<file path="src/rtl/pal_raster_pkg.sv">
// Package: default raster geometry and the field phase type.
// Assumes: nothing; shared by every raster module.
package pal_raster_pkg;
    localparam int DEF_LINE_TICKS  = 1024;  // 64 us line at 16 MHz
    localparam int DEF_HS_TICKS    = 75;    // about 4.7 us of line sync
    localparam int DEF_PIX_START   = 264;   // multiple of 8, fetch aligned
    localparam int DEF_PIX_TICKS   = 640;   // 40 us of pixels
    localparam int DEF_FIELD_LINES = 312;   // even field; odd has one more
    localparam int VS_HALF_LINES   = 5;     // 2.5 lines of field sync

    typedef enum logic {
        FIELD_EVEN = 1'b0,
        FIELD_ODD  = 1'b1
    } field_e;
endpackage

</file>
<file path="src/rtl/raster_hcount.sv">
// Horizontal counter: tick position within a line, line-end strobe,
// line sync and half-line split.
// Assumes: LINE_TICKS is a power of two and HS_TICKS < LINE_TICKS/2.
module raster_hcount #(
    parameter  int LINE_TICKS = pal_raster_pkg::DEF_LINE_TICKS,
    parameter  int HS_TICKS   = pal_raster_pkg::DEF_HS_TICKS,
    localparam int TICK_W     = $clog2(LINE_TICKS)
) (
    input  logic              clk,
    input  logic              rst_n,
    input  logic              tick_en,
    input  logic              ext_sync,
    output logic [TICK_W-1:0] tick_cnt,
    output logic              line_end,
    output logic              hs_n,
    output logic              upper_half,
    output logic [TICK_W-2:0] half_pos
);
    localparam logic [TICK_W-1:0] LAST_TICK = TICK_W'(LINE_TICKS - 1);
    localparam logic [TICK_W-1:0] HS_END    = TICK_W'(HS_TICKS);
    localparam logic [TICK_W-1:0] TICK_ONE  = TICK_W'(1);

    // Tick position: cleared by reset or genlock, stepped on each tick.
    always_ff @(posedge clk) begin
        if (!rst_n)
            tick_cnt <= '0;
        else if (ext_sync)
            tick_cnt <= '0;
        else if (tick_en)
            tick_cnt <= line_end ? '0 : tick_cnt + TICK_ONE;
    end

    // Line end: last tick of the line is being consumed this cycle.
    assign line_end   = tick_en && (tick_cnt == LAST_TICK);
    // Line sync: low from the start of the line for HS_TICKS ticks.
    assign hs_n       = (tick_cnt >= HS_END);
    // Half-line split: top bit selects the second half of the line.
    assign upper_half = tick_cnt[TICK_W-1];
    assign half_pos   = tick_cnt[TICK_W-2:0];
endmodule

</file>
<file path="src/rtl/raster_vcount.sv">
// Vertical counter: line position within a field and field phase.
// Assumes: line_end comes from the horizontal counter of the same raster.
module raster_vcount #(
    parameter  int FIELD_LINES = pal_raster_pkg::DEF_FIELD_LINES,
    localparam int LINE_W      = $clog2(FIELD_LINES + 1)
) (
    input  logic              clk,
    input  logic              rst_n,
    input  logic              ext_sync,
    input  logic              line_end,
    output logic [LINE_W-1:0] line_cnt,
    output logic              field_odd
);
    import pal_raster_pkg::*;

    localparam logic [LINE_W-1:0] LAST_EVEN = LINE_W'(FIELD_LINES - 1);
    localparam logic [LINE_W-1:0] LAST_ODD  = LINE_W'(FIELD_LINES);
    localparam logic [LINE_W-1:0] LINE_ONE  = LINE_W'(1);

    field_e            field_q;
    logic [LINE_W-1:0] last_line;
    logic              field_end;

    // Last line: the odd field carries one extra line.
    assign last_line = (field_q == FIELD_ODD) ? LAST_ODD : LAST_EVEN;
    assign field_end = line_end && (line_cnt == last_line);

    // Line position and phase: cleared by reset or genlock, stepped per line.
    always_ff @(posedge clk) begin
        if (!rst_n || ext_sync) begin
            line_cnt <= '0;
            field_q  <= FIELD_EVEN;
        end else if (field_end) begin
            line_cnt <= '0;
            field_q  <= (field_q == FIELD_EVEN) ? FIELD_ODD : FIELD_EVEN;
        end else if (line_end) begin
            line_cnt <= line_cnt + LINE_ONE;
        end
    end

    assign field_odd = (field_q == FIELD_ODD);
endmodule

</file>
<file path="src/rtl/raster_sync_decode.sv">
// Sync and window decode: composite sync with half-line field sync,
// pixel window and picture start marker.
// Assumes: counters from raster_hcount/raster_vcount; pure combinational.
module raster_sync_decode #(
    parameter  int LINE_TICKS  = pal_raster_pkg::DEF_LINE_TICKS,
    parameter  int HS_TICKS    = pal_raster_pkg::DEF_HS_TICKS,
    parameter  int PIX_START   = pal_raster_pkg::DEF_PIX_START,
    parameter  int PIX_TICKS   = pal_raster_pkg::DEF_PIX_TICKS,
    parameter  int FIELD_LINES = pal_raster_pkg::DEF_FIELD_LINES,
    localparam int TICK_W      = $clog2(LINE_TICKS),
    localparam int LINE_W      = $clog2(FIELD_LINES + 1)
) (
    input  logic              hs_n_in,
    input  logic              upper_half,
    input  logic [TICK_W-2:0] half_pos,
    input  logic [TICK_W-1:0] tick_cnt,
    input  logic [LINE_W-1:0] line_cnt,
    input  logic              field_odd,
    input  logic [LINE_W-1:0] pic_line,
    input  logic [LINE_W-1:0] act_lines,
    output logic              csync_n,
    output logic              pix_en,
    output logic              pic_start
);
    import pal_raster_pkg::*;

    localparam logic [TICK_W-2:0] HS_HALF = (TICK_W-1)'(HS_TICKS);
    localparam logic [TICK_W:0]   PIX_LO  = (TICK_W+1)'(PIX_START);
    localparam logic [TICK_W:0]   PIX_HI  = (TICK_W+1)'(PIX_START + PIX_TICKS);

    logic [LINE_W:0] half_idx;
    logic [1:0]      vs_win;
    logic            vs_active;
    logic            h_win;
    logic            v_win;
    logic [LINE_W:0] v_end;

    // Half-line index: two per line, second half flagged by the top tick bit.
    assign half_idx = {line_cnt, upper_half};

    // Field sync window per phase; phase 0 starts at half-line 0.
    for (genvar ph = 0; ph < 2; ph++) begin : g_phase
        localparam logic [LINE_W:0] WIN_LO = (LINE_W+1)'(ph);
        localparam logic [LINE_W:0] WIN_HI = (LINE_W+1)'(ph + VS_HALF_LINES);
        if (ph == 0) begin : g_from_zero
            assign vs_win[ph] = (half_idx < WIN_HI);
        end else begin : g_shifted
            assign vs_win[ph] = (half_idx >= WIN_LO) && (half_idx < WIN_HI);
        end
    end

    assign vs_active = vs_win[field_odd];

    // Composite sync: inverted pulses per half-line in field sync, else line sync.
    always_comb begin
        if (vs_active)
            csync_n = (half_pos < HS_HALF);
        else
            csync_n = hs_n_in;
    end

    // Pixel window: fixed horizontal span gated by the programmed line range.
    assign h_win  = ({1'b0, tick_cnt} >= PIX_LO) && ({1'b0, tick_cnt} < PIX_HI);
    assign v_end  = {1'b0, pic_line} + {1'b0, act_lines};
    assign v_win  = (line_cnt >= pic_line) && ({1'b0, line_cnt} < v_end);
    assign pix_en = h_win && v_win;

    // Picture marker: first tick of the programmed start line.
    assign pic_start = (tick_cnt == '0) && (line_cnt == pic_line);
endmodule

</file>
<file path="src/rtl/pal_raster_gen.sv">
// Top: interlaced PAL-style raster timing generator with genlock strobe.
// Assumes: tick_en pulses at the raster tick rate; pic_line/act_lines static
// during a frame.
module pal_raster_gen #(
    parameter  int LINE_TICKS  = pal_raster_pkg::DEF_LINE_TICKS,
    parameter  int HS_TICKS    = pal_raster_pkg::DEF_HS_TICKS,
    parameter  int PIX_START   = pal_raster_pkg::DEF_PIX_START,
    parameter  int PIX_TICKS   = pal_raster_pkg::DEF_PIX_TICKS,
    parameter  int FIELD_LINES = pal_raster_pkg::DEF_FIELD_LINES,
    localparam int TICK_W      = $clog2(LINE_TICKS),
    localparam int LINE_W      = $clog2(FIELD_LINES + 1)
) (
    input  logic              clk,
    input  logic              rst_n,
    input  logic              tick_en,
    input  logic              ext_sync,
    input  logic [LINE_W-1:0] pic_line,
    input  logic [LINE_W-1:0] act_lines,
    output logic              hs_n,
    output logic              csync_n,
    output logic              pix_en,
    output logic              pic_start,
    output logic [TICK_W-1:0] tick_cnt,
    output logic [LINE_W-1:0] line_cnt,
    output logic              field_odd
);
    logic              line_end;
    logic              upper_half;
    logic [TICK_W-2:0] half_pos;

    raster_hcount #(
        .LINE_TICKS(LINE_TICKS),
        .HS_TICKS  (HS_TICKS)
    ) u_hcount (
        .clk       (clk),
        .rst_n     (rst_n),
        .tick_en   (tick_en),
        .ext_sync  (ext_sync),
        .tick_cnt  (tick_cnt),
        .line_end  (line_end),
        .hs_n      (hs_n),
        .upper_half(upper_half),
        .half_pos  (half_pos)
    );

    raster_vcount #(
        .FIELD_LINES(FIELD_LINES)
    ) u_vcount (
        .clk      (clk),
        .rst_n    (rst_n),
        .ext_sync (ext_sync),
        .line_end (line_end),
        .line_cnt (line_cnt),
        .field_odd(field_odd)
    );

    raster_sync_decode #(
        .LINE_TICKS (LINE_TICKS),
        .HS_TICKS   (HS_TICKS),
        .PIX_START  (PIX_START),
        .PIX_TICKS  (PIX_TICKS),
        .FIELD_LINES(FIELD_LINES)
    ) u_decode (
        .hs_n_in   (hs_n),
        .upper_half(upper_half),
        .half_pos  (half_pos),
        .tick_cnt  (tick_cnt),
        .line_cnt  (line_cnt),
        .field_odd (field_odd),
        .pic_line  (pic_line),
        .act_lines (act_lines),
        .csync_n   (csync_n),
        .pix_en    (pix_en),
        .pic_start (pic_start)
    );
endmodule

</file>
<file path="config.mk">
export PLATFORM = sky130hd
export DESIGN_NAME = pal_raster_gen
export DESIGN_NICKNAME = d
export VERILOG_FILES = /design/src/rtl/pal_raster_pkg.sv /design/src/rtl/raster_hcount.sv /design/src/rtl/raster_vcount.sv /design/src/rtl/raster_sync_decode.sv /design/src/rtl/pal_raster_gen.sv
export SDC_FILE = /design/constraint.sdc
export NUM_CORES = 1
export LEC_CHECK = 0
export BUFFER_PORTS_ARGS = -buffer_cell sky130_fd_sc_hd__buf_2
export CAP_MARGIN = 20
export CORE_ASPECT_RATIO = 1.5
export CORE_MARGIN = 4
export CORE_UTILIZATION = 49
export DETAILED_ROUTE_END_ITERATION = 12
export PLACE_DENSITY = 0.88
export SKIP_CTS_REPAIR_TIMING = 1
export SLEW_MARGIN = 0
export SYNTH_ARGS = -nofsm -noshare
export SYNTH_HDL_FRONTEND = slang
export SYNTH_SLANG_ARGS = --single-unit
</file>
<file path="constraint.sdc">
create_clock -name clk -period 3.15 [get_ports clk]
set_input_delay 0.4725 -clock clk [delete_from_list [all_inputs] [get_ports clk]]
set_output_delay 0.4725 -clock clk [all_outputs]
set_load 0.02 [all_outputs]
</file>
==> results.md <==
* Reg clk slew, reported paths at about 70 ps
* RSZ-0062 raised after global routing: true
* Top post-synthesis cells by area: dfxtp_1 21%, ha_1 19%, nor2_1 5.7%
* Mapped cell area at ~1900 sq um
* Final setup fails at 1
* Die Y-Extent at 84.63 um
* Period utilisation layout at 110.1%
* Max Clk Rate at 288.3 MHz
* CP endpoint kind: primary output
* CP max FO at 3
* CORE AREA at around 3700 sq um
* Root buffer cell: clkbuf_8
* Initial DRC count at around 110
* Final worst slack at -318.7 ps
* TritonRoute pass-1 iters at 4
* FF+latch count, synth at 20
* GPL Wtd Cong at around 0.92
* Clk_skew at a little over 3 ps
* Most Frequent Cell on Critical Path: a211oi_2
* Initial core utilization at 51.62%
* Syn Nets at roughly 300
* Yosys top cell area share at roughly a fifth
* Num CTS Buffers at 3
* Crit path buffers/inverters at 3
* Seq/Total Area, Yosys at 20.87%
* Top_reg_cell synth: dfxtp_1
* Routed Wire Length at between 4 and 5 mm
* Worst VDD drop at 0.2742 mV
* TritonCTS clock tree: yes
* Min Tclk post-route at 3469 ps
* Failing checks: negative setup slack
* Worst min-delay path class: input pin to flop
* Antenna-violating nets left at 0
* Slew headroom at between 70% and 80%
* Share of layout cells above drive strength 1 at between 20% and 30%
* Initial antenna violation count at 0
* Max incr delay on CP at approximately 420 ps
* Vias in the first global route at slightly below 2000
* GRT overflow at 0
* CTS H-tree depth at 1
* Fin cells at about 340
* CP max-delay cell: or4_1
* Largest net degree at the start of global routing at 12
* First-pass GRT wire length at ~8 mm
* ANT cells at 0
* Post-synth EDFFs at 0
* Clock latency on the worst-skew pair at around 260 ps
* Synth-to-layout area growth at 21.00%
* Worst EP arrival at roughly 3000 ps
* Post-synthesis cell count at 245
* Inst Count DP at around 340
* PortBufs at 45
* WS Path Type: input pin to primary output
* Fraction of registers with async set/reset at 0%
* Final hold vios at 0
* I/O Pins at 46
* Max cap viols at 0
* Rows at 27
* Leakage at around 0.0011 uW
* Synth cell types at 46
* Outcome: complete, but fails checks
* Post-DP HPWL at 3.878 mm
* Hold slack at between 500 and 600 ps
* Max Slew Vio Count at 0
* Filler cells at around 340
* Overall Global Routing Usage at approximately a fifth
* Crit start category: input pin
* Clock sink count at 20
* Drt wl/cell at roughly 14 um
* Top Family by Delay on Critical Path: compound AO/OA/AOI/OAI gates
* Ys Warns at 0
* Layout Nets at around 350
* Die area at 5000 sq um
* Die width at between 50 and 60 um
* Critical path, cell by cell: buf_2, ha_2, inv_2, fa_2, nor2b_1, o31a_1, or4_1, a31oi_1, xor2_1, ha_1, a211oi_2, a211oi_1, a211oi_2, buf_4
* Post-detailed-route DRC marker count at 0
* Most area-hungry cell type in the Yosys netlist: dfxtp_1
* Syn avg cell area at approximately 8 sq um
* PD cells at about 260 nW/um^2
* Place WS at -364.7 ps
* Via count at roughly 2000
* CTS Buffer Depth at 2
* Final core utilization at ~62%
* Worst-Margin Slew at around 450 ps
* Number of vias per cell at 5.805
* WP data required at between 2000 and 3000 ps
-- worst paths after layout --
check                                                        from                                end  slack, ps  depth (start not counted)
worst max-delay path                                  pic_line[0]                             pix_en       -320                         14
worst min-delay path                                      tick_en  u_hcount.tick_cnt[1]$_SDFFE_PP0P_        540                          3
worst min register to register  u_hcount.tick_cnt[1]$_SDFFE_PP0P_  u_hcount.tick_cnt[1]$_SDFFE_PP0P_        580                          2
worst max register to register  u_hcount.tick_cnt[1]$_SDFFE_PP0P_    u_vcount.field_odd$_SDFFE_PP0P_       1020                          6
-- stage by stage --
step | power (uW) | setup TNS (ps) | instance area (sq um)
after floorplan | 352.6 | -52.18 | 1926
after global placement | 397.3 | -245.6 | 2248
after detailed placement | 401.8 | -364.7 | 2248
after CTS | 598.8 | -357.5 | 2303
after global routing | 634.1 | -410.2 | 2321
final | 597.2 | -318.7 | 2321
-- routing by layer --
layer  track usage, %  wire length, um
met4            8.454              129
met1            22.96             1960
met3            2.000              229
met5                0                0
met2            37.32             2583
-- sequential cells by signal (all words and copies together) (netlist names) --
signal and flops:
u_vcount.field_odd 1, u_hcount.tick_cnt 10, u_vcount.line_cnt 9
-- kinds of logic after synthesis --
logic type,count (synthesis),synth area share (%)
DFF,20,20.87
xor gates and xnor gates,18,8.220
and+or+nand+nor,98,27.40
adders and majority gates,30,19.96
buffers and inverters,24,5.349
AOI/OAI and AO/OA,55,18.20
-- cell type report --
type,instances,area (sq um),share of cell area (%)
Tap cell,43,53.80,2.318
Multi-Input combinational cell,201,1430,61.62
Timing Repair Buffer,56,310.3,13.37
Inverter,19,71.32,3.073
Clock buffer,4,55.05,2.372
Sequential cell,20,400.4,17.25
-- where the power goes --
part / internal (uW) / switching, uW
Sequential: 253 / 1.61
Combinational: 69.6 / 76.0
Clock: 111 / 85.2
-- synth_stat cells (all sizes together), types with 2 or more instances --
cell and count:
or4 2, a31oi 3, xnor2 9, nand3 10
a211oi 3, and4 3, buf 4, a21o 3
and3 5, o21ai 16, dfxtp 20, o21a 2
nand4 7, nor3b 2, a211o 3, a21oi 15
inv 19, a22o 2, ha 29, nor2 29
nand2b 4, nand2 18, nor3 7, xor2 9
nor2b 4
-- worst min-delay path, delay by kind of cell --
family	cells	cell delay, ps
AO/OA/AOI/OAI	1	60
buffers and inverters	1	150
AND/OR/NAND/NOR	1	80
-- cells in the final DEF (no fill, tap or decap), types with 6 or more instances in the layout --
| cell type | instances |
|---|---|
| a21oi_1 | 15 |
| buf_2 | 44 |
| buf_4 | 12 |
| dfxtp_1 | 20 |
| ha_1 | 28 |
| inv_1 | 18 |
| nand2_1 | 18 |
| nand3_1 | 10 |
| nand4_1 | 6 |
| nor2_1 | 29 |
| nor3_1 | 7 |
| o21ai_0 | 15 |
| xnor2_1 | 9 |
| xor2_1 | 9 |
(Power assumes the default switching activity.)
